[src/rtl/intdiv_pkg.sv]
package intdiv_pkg;

   typedef enum logic {
      OUT_REGISTERED = 1'b0,
      OUT_DECODED    = 1'b1
   } out_mode_e;

   localparam int unsigned FACTOR_W_DEFAULT = 5;
   localparam int unsigned MIN_DIV_DEFAULT  = 2;

   function automatic int unsigned max_factor(input int unsigned width);
      return (1 << width) - 1;
   endfunction

endpackage

[src/rtl/intdiv_cfg.sv]
module intdiv_cfg #(
   parameter int unsigned W = 5
) (
   input  logic         clk,
   input  logic         rst_n,
   input  logic         we,
   input  logic [W-1:0] din,
   output logic [W-1:0] pend_q
);

   always_ff @(posedge clk or negedge rst_n) begin
      if (!rst_n) begin
         pend_q <= '0;
      end else if (we) begin
         pend_q <= din;
      end
   end

endmodule

[src/rtl/intdiv_cnt.sv]
module intdiv_cnt #(
   parameter int unsigned W       = 5,
   parameter int unsigned MIN_DIV = 2
) (
   input  logic         clk,
   input  logic         rst_n,
   input  logic [W-1:0] pend,
   output logic [W-1:0] act_q,
   output logic [W-1:0] cnt_q,
   output logic         run_q,
   output logic [W-1:0] act_d,
   output logic [W-1:0] cnt_d,
   output logic         run_d
);

   localparam logic [W-1:0] MIN_V = W'(MIN_DIV);
   localparam logic [W-1:0] ONE_V = W'(1);

   logic last_c;

   always_comb begin
      run_q  = (act_q >= MIN_V);
      last_c = run_q && (cnt_q == (act_q - ONE_V));
      if (!run_q || last_c) begin
         act_d = pend;
         cnt_d = '0;
      end else begin
         act_d = act_q;
         cnt_d = cnt_q + ONE_V;
      end
      run_d = (act_d >= MIN_V);
   end

   always_ff @(posedge clk or negedge rst_n) begin
      if (!rst_n) begin
         act_q <= '0;
         cnt_q <= '0;
      end else begin
         act_q <= act_d;
         cnt_q <= cnt_d;
      end
   end

endmodule

[src/rtl/intdiv_shape.sv]
module intdiv_shape
   import intdiv_pkg::*;
#(
   parameter int unsigned W        = 5,
   parameter out_mode_e   OUT_MODE = OUT_REGISTERED
) (
   input  logic         clk,
   input  logic         rst_n,
   input  logic [W-1:0] act_d,
   input  logic [W-1:0] cnt_d,
   input  logic         run_d,
   input  logic [W-1:0] act_q,
   input  logic [W-1:0] cnt_q,
   input  logic         run_q,
   output logic         tick_o,
   output logic         dclk_o
);

   generate
      if (OUT_MODE == OUT_REGISTERED) begin : g_reg
         logic tick_n, dclk_n;
         always_comb begin
            tick_n = run_d && (cnt_d == '0);
            dclk_n = run_d && (cnt_d < (act_d >> 1));
         end
         always_ff @(posedge clk or negedge rst_n) begin
            if (!rst_n) begin
               tick_o <= 1'b0;
               dclk_o <= 1'b0;
            end else begin
               tick_o <= tick_n;
               dclk_o <= dclk_n;
            end
         end
      end else begin : g_dec
         always_comb begin
            tick_o = run_q && (cnt_q == '0);
            dclk_o = run_q && (cnt_q < (act_q >> 1));
         end
      end
   endgenerate

endmodule

[src/rtl/intdiv_clkgen.sv]
module intdiv_clkgen
   import intdiv_pkg::*;
#(
   parameter int unsigned FACTOR_W = FACTOR_W_DEFAULT,
   parameter int unsigned MIN_DIV  = MIN_DIV_DEFAULT,
   parameter out_mode_e   OUT_MODE = OUT_REGISTERED
) (
   input  logic                clk,
   input  logic                rst_n,
   input  logic                cfg_we,
   input  logic [FACTOR_W-1:0] cfg_factor,
   output logic                tick_o,
   output logic                div_clk_o
);

   localparam int unsigned MAX_DIV = max_factor(FACTOR_W);

   generate
      if (FACTOR_W < 2 || FACTOR_W > 16) begin : g_bad_width
         $error("intdiv_clkgen: FACTOR_W must lie in 2..16");
      end
      if (MIN_DIV < 2 || MIN_DIV > MAX_DIV) begin : g_bad_min
         $error("intdiv_clkgen: MIN_DIV must lie in 2..MAX_DIV");
      end
   endgenerate

   logic [FACTOR_W-1:0] pend_q;
   logic [FACTOR_W-1:0] act_q, cnt_q, act_d, cnt_d;
   logic                run_q, run_d;

   intdiv_cfg #(.W(FACTOR_W)) u_cfg (
      .clk    (clk),
      .rst_n  (rst_n),
      .we     (cfg_we),
      .din    (cfg_factor),
      .pend_q (pend_q)
   );

   intdiv_cnt #(.W(FACTOR_W), .MIN_DIV(MIN_DIV)) u_cnt (
      .clk   (clk),
      .rst_n (rst_n),
      .pend  (pend_q),
      .act_q (act_q),
      .cnt_q (cnt_q),
      .run_q (run_q),
      .act_d (act_d),
      .cnt_d (cnt_d),
      .run_d (run_d)
   );

   intdiv_shape #(.W(FACTOR_W), .OUT_MODE(OUT_MODE)) u_shape (
      .clk    (clk),
      .rst_n  (rst_n),
      .act_d  (act_d),
      .cnt_d  (cnt_d),
      .run_d  (run_d),
      .act_q  (act_q),
      .cnt_q  (cnt_q),
      .run_q  (run_q),
      .tick_o (tick_o),
      .dclk_o (div_clk_o)
   );

endmodule

[config.mk]
export PLATFORM = sky130hd
export DESIGN_NAME = intdiv_clkgen
export DESIGN_NICKNAME = d
export VERILOG_FILES = /design/src/rtl/intdiv_pkg.sv /design/src/rtl/intdiv_cfg.sv /design/src/rtl/intdiv_cnt.sv /design/src/rtl/intdiv_shape.sv /design/src/rtl/intdiv_clkgen.sv
export SDC_FILE = /design/constraint.sdc
export NUM_CORES = 1
export LEC_CHECK = 0
export ABC_AREA = 1
export BUFFER_PORTS_ARGS = -buffer_cell sky130_fd_sc_hd__buf_2
export CAP_MARGIN = 40
export CELL_PAD_IN_SITES_DETAIL_PLACEMENT = 1
export CELL_PAD_IN_SITES_GLOBAL_PLACEMENT = 2
export CORE_UTILIZATION = 30
export DETAILED_ROUTE_END_ITERATION = 8
export GPL_TIMING_DRIVEN = 0
export PLACE_DENSITY = 0.81
export SLEW_MARGIN = 5
export SYNTH_ARGS = -nofsm -noshare
export SYNTH_HDL_FRONTEND = slang
export SYNTH_SLANG_ARGS = --single-unit
export TNS_END_PERCENT = 1
[constraint.sdc]
create_clock -name clk -period 3.1 [get_ports clk]
set_input_delay 0.155 -clock clk [delete_from_list [all_inputs] [get_ports clk]]
set_output_delay 0.155 -clock clk [all_outputs]
set_load 0.1 [all_outputs]
Word-level counts from Yosys, hierarchy flattened
Cells that the tools add are included.
{ "word_totals": {"ff_bits": 17, "output_inout_bits": 2, "word_cells": 19} }
{ "classes": {"add_sub_neg": 2, "order_cmp": 3, "n_eq_ne": 1, "mux": 2, "reduce_logical": 6} }
{ "ops": {"columns": ["op", "n"], "rows": [
  ["$ge A5 B2 Y1 const B", 2],
  ["$mux W5", 2],
  ["$add A5 B1 Y5 const B", 1],
  ["$eq A5 B5 Y1", 1],
  ["$logic_not A5 Y1", 1],
  ["$lt A5 B4 Y1", 1],
  ["$sub A5 B1 Y5 const B", 1],
  ["$logic_and A1 B1 Y1", 3],
  ["$logic_not A1 Y1", 1],
  ["$logic_or A1 B1 Y1", 1]
]} }

Logic depth before layout (Yosys ltp)
Gate-level depths: netlist of the first run.
{ "logic_depth": {"ltp_word": 7, "mapped_depth": 19, "ltp_nobuf": 19} }

Hierarchy
Synthesis of the first run repeated with hierarchy kept, for this count alone.
{ "unflattened": {"cells_unflattened": 141, "hier_area_um2": 1013.5} }
{ "by_module_without_submodules": {"columns": ["module", "instances", "cells_each", "area_per_inst_um2", "seq_area_each_um2"], "rows": [
  ["intdiv_cnt", 1, 91, 645.6, 250.2],
  ["intdiv_cfg", 1, 21, 185.2, 125.1],
  ["intdiv_shape", 1, 29, 182.7, 50.0]
]} }

Least setup slack after synthesis of the first run
No wires, ideal clock.
{ "synth_timing": {"kind": "register to register", "from": "register u_cnt.act_q[1]", "to": "register u_shape.dclk_o", "setup_ns": 0.071, "t_arrival_ns": 2.086, "required_time_ns": 3.029, "path_slack_ns": 0.942, "stages_incl_launch_ff": 19, "synth_period_minus_slack_ns": 2.158, "path_cell_list": "dfrtp_1 > inv_1 > ha_1 > inv_1 > nand2_1 > nand2_1 > nor2_1 > nand2_1 > nor2_4 > nand2_4 > nand2_8 > nor3_1 > ha_1 > a21o_1 > a21oi_1 > nand2_1 > inv_1 > nand2_1 > nor2_1"} }
{ "synth_via": {"elab_chain_cells": 7, "elab_cells_between_ends": 11, "cone_classes": "add/sub: 1; order compare: 3; eq/ne: 1; mux: 2; reduce/logical: 4"} }
{ "synth_lines": {"columns": ["element", "line_no", "rtl"], "rows": [
  ["start: declaration", "intdiv_cnt.sv:8", "output logic [W-1:0] act_q,"],
  ["start signal: assignment", "intdiv_cnt.sv:39", "act_q <= act_d;"],
  ["$sub A5 B1 Y5", "intdiv_cnt.sv:23", "last_c = run_q && (cnt_q == (act_q - ONE_V));"],
  ["$eq A5 B5 Y1", "intdiv_cnt.sv:23", null],
  ["$logic_and A1 B1 Y1", "intdiv_cnt.sv:23", null],
  ["$logic_or A1 B1 Y1 (*)", "intdiv_cnt.sv:24", "if (!run_q || last_c) begin"],
  ["$mux W5 (*)", "intdiv_cnt.sv:24", null],
  ["net cnt_d[2]", "intdiv_clkgen.sv:28", "logic [FACTOR_W-1:0] act_q, cnt_q, act_d, cnt_d;"],
  ["$lt A5 B4 Y1 (*)", "intdiv_shape.sv:24", "dclk_n = run_d && (cnt_d < (act_d >> 1));"],
  ["$logic_and A1 B1 Y1 (*)", "intdiv_shape.sv:24", null],
  ["net u_shape.g_reg.dclk_n", "intdiv_shape.sv:21", "logic tick_n, dclk_n;"],
  ["end signal: assignment", "intdiv_shape.sv:32", "dclk_o <= dclk_n;"],
  ["end: declaration", "intdiv_shape.sv:16", "output logic dclk_o"]
]} }
The timed path passes the listed nets; every way through them passes the cells marked *.
A chain may end at the register's enable or synchronous reset.

Worst setup path in the final report of the first run
{ "layout_timing": {"from": "register u_cnt.act_q[0]", "to": "register u_shape.dclk_o"} }
Same word-level chain as after synthesis.

==> metrics, run 1 <==
status finished, final reports clean; Period minus WS final 2.45 ns; register area share after synthesis 0.400; core area 3360 um2; Yosys cell types 22; Layout area overhead 12.6%; largest net degree at the start of global routing 18; wire per inst 11.7 um; Max Slew Vio Count 0; most common cell after layout, fill and taps aside nand2_1; Max VDD drop 0.446 mV; Setup Skew 0.00715 ns; Root Driver clkbuf_4; # IOs 10; port bufs 8; relative slew slack 0.678; Total GRT Usage 0.144; initial antenna violation count 0; Worst Path Arrival 2.68 ns; 1st-pass router iterations 4; antenna-violating nets left 0; Routed Wire Length 2320 um; leakage power 0.673 nW; Final Cycle Share 0.790; Max-cap violations 0; share of layout cells above drive strength 1 0.196; Synth Instances 140; Hold Violations, Final 0; CTS max path bufs 2; area of the die 3780 um2; CP Class reg2reg; post_cts resized 0; Initial DRC Count 28; nature of the critical path startpoint flop; critical path capture point type flop; Max Freq 408 MHz; DRC Markers 0; post-synthesis register bit count 17; setup bufs post-CTS 0; final setup fails 0; actual slew at the worst max-slew pin 0.487 ns; Overflow after GRT 0; non-filler cells, final 199; FP Rows 21; Final HPWL DP 1920 um; worst skew pair latency 0.30 ns; first-pass GRT wire length 3800 um; PwrDens 1110 nW/um2; RSZ-0062 raised after global routing false; H-tree depth 1; worst hold path class in2reg; Avg Inst Size Synth 7.59 um2; CTS tree done; die width 61.5 um; Ant. Diodes 0; number of global-route vias before repair 865; CTS clk-pin slew, worst paths 0.10 ns; syn_nets 154; CTS buffer count 3; vias per cell 4.33; vias post-DR 862; Post-Syn Area 1060 um2; Starting Density 0.316; commonest cells after routing, fill and taps aside 37 x nand2_1, 24 x inv_1, 17 x dfrtp_1; Die H 61.5 um; clock sinks 17; YS warnings 0; placed cell count 194; post-layout net count 168; Setup TNS 0 ns; Critical Path RT 3.33 ns; worst-path maximum fanout 9; Final Wtd Congestion 0.774
==> stage by stage <==
step | total power [W] | hold WS (ns) | setup WS (ns) | instance area (um2) | utilization
final | 0.00133 | 0.0607 | 0.652 | 1200 | 0.356
after global routing | 0.00147 | 0.0782 | 0.377 | 1200 | 0.356
after CTS | 0.00135 | 0.0600 | 0.622 | 1200 | 0.356
after detailed placement | 0.00122 | 0.101 | 0.646 | 1160 | 0.345
after global placement | 0.00118 | 0.0887 | 0.691 | 1160 | 0.345
after floorplan | 0.00102 | -0.141 | 0.942 | 1060 | -
==> synthesized netlist by cell type <==
| master | count | area share |
|---|---|---|
| nand3_1 | 9 | 0.042 |
| nand2_2 | 7 | 0.041 |
| nor3_1 | 2 | 0.0094 |
| ha_1 | 6 | 0.071 |
| clkbuf_1 | 1 | 0.0035 |
| nand2_1 | 37 | 0.13 |
| inv_1 | 24 | 0.085 |
| nor2_2 | 4 | 0.024 |
| xor2_1 | 2 | 0.016 |
| o21ai_0 | 5 | 0.024 |
| nand2_8 | 1 | 0.019 |
| nor2_4 | 1 | 0.011 |
| a21oi_1 | 1 | 0.0047 |
| nor2_1 | 12 | 0.042 |
| dfrtp_1 | 17 | 0.40 |
| inv_2 | 3 | 0.011 |
| o211ai_1 | 1 | 0.0071 |
| nand3b_1 | 2 | 0.014 |
| and3_1 | 1 | 0.0059 |
| mux2_2 | 1 | 0.011 |
| a21o_1 | 1 | 0.0071 |
| nand2_4 | 2 | 0.021 |
==> where the power goes <==
| part | leakage, nW | internal [W] | switching [W] |
|---|---|---|---|
| Clock | 0.0150 | 0.0000502 | 0.0000697 |
| Combinational | 0.456 | 0.000287 | 0.000542 |
| Sequential | 0.203 | 0.000305 | 0.0000727 |
| Total | 0.673 | 0.000642 | 0.000685 |
==> repair_timing <==
item | in CTS | in global routing
hold endpoints to repair | 17 | 0
endpoints found under the setup margin | 0 | 0
hold buffers | 1 | 0
==> flip-flops by register name, summed over array words and instances, names as in the netlist <==
register and count:
u_shape.tick_o 1, u_shape.dclk_o 1, u_cnt.cnt_q 5, u_cfg.pend_q 5, u_cnt.act_q 5
==> cell families (layout without fill, tap and decap cells) <==
logic type / Yosys count / in the layout / share of synthesized area
mux: 1 / 1 / 0.0106
fa+ha+maj: 6 / 6 / 0.0707
xor+xnor: 2 / 2 / 0.0165
buf+inv: 28 / 41 / 0.0989
compound gates: 8 / 8 / 0.0424
flops: 17 / 17 / 0.400
simple gates: 78 / 78 / 0.360
==> path summary, 6_finish.rpt <==
| check | cells after the start | slack, ns | from | end |
|---|---|---|---|---|
| setup / recovery | 18 | 0.65 | u_cnt.act_q[0] | u_shape.dclk_o |
| hold / removal | 3 | 0.06 | cfg_factor[2] | u_cfg.pend_q[2] |
| setup reg to reg | 18 | 0.65 | u_cnt.act_q[0] | u_shape.dclk_o |
| hold reg to reg | 2 | 0.53 | u_cfg.pend_q[0] | u_cnt.act_q[0] |
| max in group asynchronous | 2 | 2.53 | rst_n | u_shape.dclk_o |
| min in group asynchronous | 2 | 0.30 | rst_n | u_cnt.act_q[2] |
==> area by class of cell <==
type | count | area (um2)
fill | 436 | 2170
multi-input combinational | 95 | 532
sequential | 17 | 425
inverter | 27 | 101
tap | 46 | 57.6
timing repair buffer | 9 | 50.0
clock buffer | 4 | 26.3
buffer | 1 | 3.75
==> worst max-delay path, cell delays in order (launching register included) <==
cell and delay, ns:
dfrtp_1 0.40, inv_2 0.08, ha_1 0.32, inv_1 0.06, nand2_1 0.05, nand2_1 0.06
nor2_1 0.04, nand2_1 0.09, nor2_4 0.05, nand2_4 0.12, nand2_8 0.09, nor3_1 0.20
ha_1 0.29, a21o_1 0.16, a21oi_1 0.12, nand2_1 0.07, inv_1 0.06, nand2_1 0.04
nor2_1 0.07
==> metal layers <==
| metal | GRT usage | up-vias | part of all wire |
|---|---|---|---|
| met4 | 0.0762 | 0 | 0.025 |
| met3 | 0.0126 | 4 | 0.016 |
| met1 | 0.179 | 400 | 0.46 |
| met5 | 0 | - | 0 |
| li1 | - | 448 | - |
| met2 | 0.246 | 10 | 0.50 |
No activity file was read; power rests on OpenSTA's default activity.
==> inputs of run 2 (changes only) <==
--- a/config.mk
+++ b/config.mk
@@ -13,7 +13,7 @@
 export CORE_UTILIZATION = 30
 export DETAILED_ROUTE_END_ITERATION = 8
 export GPL_TIMING_DRIVEN = 0
-export PLACE_DENSITY = 0.81
+export PLACE_DENSITY = 0.84
 export SLEW_MARGIN = 5
 export SYNTH_ARGS = -nofsm -noshare
 export SYNTH_HDL_FRONTEND = slang
==> constraint.sdc (replaced) <==
create_clock -name clk -period 2.2 [get_ports clk]
set_input_delay 0.11 -clock clk [delete_from_list [all_inputs] [get_ports clk]]
set_output_delay 0.11 -clock clk [all_outputs]
set_load 0.1 [all_outputs]
==> metrics, run 2 (synthesized netlist as in run 1, its figures left out) <==
Final Wtd Congestion 0.747; Hold Violations, Final 0; 1st-pass router iterations 4; Layout Utilization 0.409; die width 61.5 um; Overflow after GRT 0; met1 wire length 1110 um; vias post-DR 918; initial antenna violation count 0; Worst Path Arrival 2.57 ns; Final Cycle Share 1.07; Layout area overhead 29.4%; critical path capture point type flop; Ant. Diodes 0; Die H 61.5 um; DRC Markers 0; post-layout net count 178; CTS buffer count 3; Setup TNS -0.146 ns; RSZ-0062 raised after global routing true; relative slew slack 0.676; leakage power 0.741 nW; # IOs 10; worst setup margin -0.146 ns; share of layout cells above drive strength 1 0.344; area of the die 3780 um2; CP Class reg2reg; met2 WL 1300 um; worst skew pair latency 0.29 ns; Total GRT Usage 0.151; largest net degree at the start of global routing 18; Met3 Wirelength 64 um; H-tree depth 1; port bufs 8; wire per inst 12.1 um; CTS max path bufs 2; vias per cell 4.39; Setup Skew 0.00159 ns; worst hold path class in2reg; core area 3360 um2; nature of the critical path startpoint flop; commonest cells after routing, fill and taps aside 33 x nand2_1, 21 x inv_1, 17 x dfrtp_1; CTS clk-pin slew, worst paths 0.09 ns; Max Slew Vio Count 0; Critical Path RT 2.42 ns; number of global-route vias before repair 941; max layer used met4; final setup fails 1; Top Registers u_cfg.pend_q (5), u_cnt.act_q (5), u_cnt.cnt_q (5); Period minus WS final 2.35 ns; Root Driver clkbuf_4; Starting Density 0.316; CTS tree done; antenna-violating nets left 0; actual slew at the worst max-slew pin 0.489 ns; worst-path maximum fanout 8; Max VDD drop 0.596 mV; Routed Wire Length 2530 um; status finished with violations; FP Rows 21; failing checks setup timing; most common cell after layout, fill and taps aside nand2_1; Max-cap violations 0; PwrDens 1670 nW/um2; Initial DRC Count 13; Final HPWL DP 1850 um; Max Freq 426 MHz; first-pass GRT wire length 4080 um; clock sinks 17
run 2: changes by cell type in the layout (fill, tap and decap cells not counted), moves of 3 or more:
cell     before  now
inv_1        24   21
ha_4          0    3
inv_2         3    6
buf_4         0    9
nand2_4       2    5
ha_1          6    3
nand2_1      37   33
run 2: final timing paths:
kind	startpoint	to	slack, ns	cells past startpoint
worst max-delay path	u_cnt.act_q[1]	u_shape.dclk_o	-0.15	19
worst min-delay path	cfg_factor[4]	u_cfg.pend_q[4]	0.02	3
worst max register to register	u_cnt.act_q[1]	u_shape.dclk_o	-0.15	19
worst min register to register	u_cfg.pend_q[0]	u_cnt.act_q[0]	0.52	2
max in group asynchronous	rst_n	u_shape.dclk_o	1.66	2
min in group asynchronous	rst_n	u_cfg.pend_q[1]	0.27	2
run 2: cell type report:
type	instances	area, um2
Fill cell	451	1990
Multi-Input combinational cell	95	632
Sequential cell	17	425
Timing Repair Buffer	19	129
Inverter	27	101
Tap cell	46	57.6
Clock buffer	4	26.3
Buffer	1	3.75
run 2: routing by layer:
metal	vias to the layer above	track usage
met5	-	0
met4	0	0.0667
met3	7	0.0189
met2	14	0.261
met1	427	0.188
li1	470	-
run 2: through the flow:
step | setup WS (ns) | power (W) | hold WS, ns | cells | instance area, um2
after floorplan | 0.0423 | 0.00144 | -0.186 | 140 | 1060
after global routing | -0.242 | 0.00253 | 0.0172 | 209 | 1380
after detailed placement | -0.310 | 0.00170 | 0.0527 | 194 | 1160
after CTS | -0.195 | 0.00213 | 0.0238 | 206 | 1320
final | -0.146 | 0.00230 | 0.0246 | 209 | 1380
after global placement | -0.207 | 0.00166 | 0.0448 | 194 | 1160
run 2: worst max-delay path, cell delays in order, from the launching register on:
cell     delay, ns
dfrtp_1       0.39
inv_2         0.07
ha_4          0.27
inv_2         0.04
nand2_2       0.05
nand2_1       0.04
nor2_1        0.10
nand2_1       0.10
nor2_4        0.11
nand2_4       0.10
nand2_8       0.13
nand2_4       0.07
nand2_4       0.07
ha_4          0.20
a21o_1        0.16
a21oi_2       0.12
nand2_1       0.06
inv_1         0.07
nand2_2       0.05
nor2_1        0.09
run 2: repair_timing:
item	CTS	global route
setup buffers	7	3
endpoints found under the setup margin	1	1
pin swaps	12	14
hold endpoints to repair	17	0
hold buffers	1	0
gates resized for setup	12	11
run 2: report_power, final:
part / switching [W] / internal [W]
registers: 0.0000951 / 0.000430
logic: 0.000951 / 0.000661
clock network: 0.0000946 / 0.0000705
total: 0.00114 / 0.00116
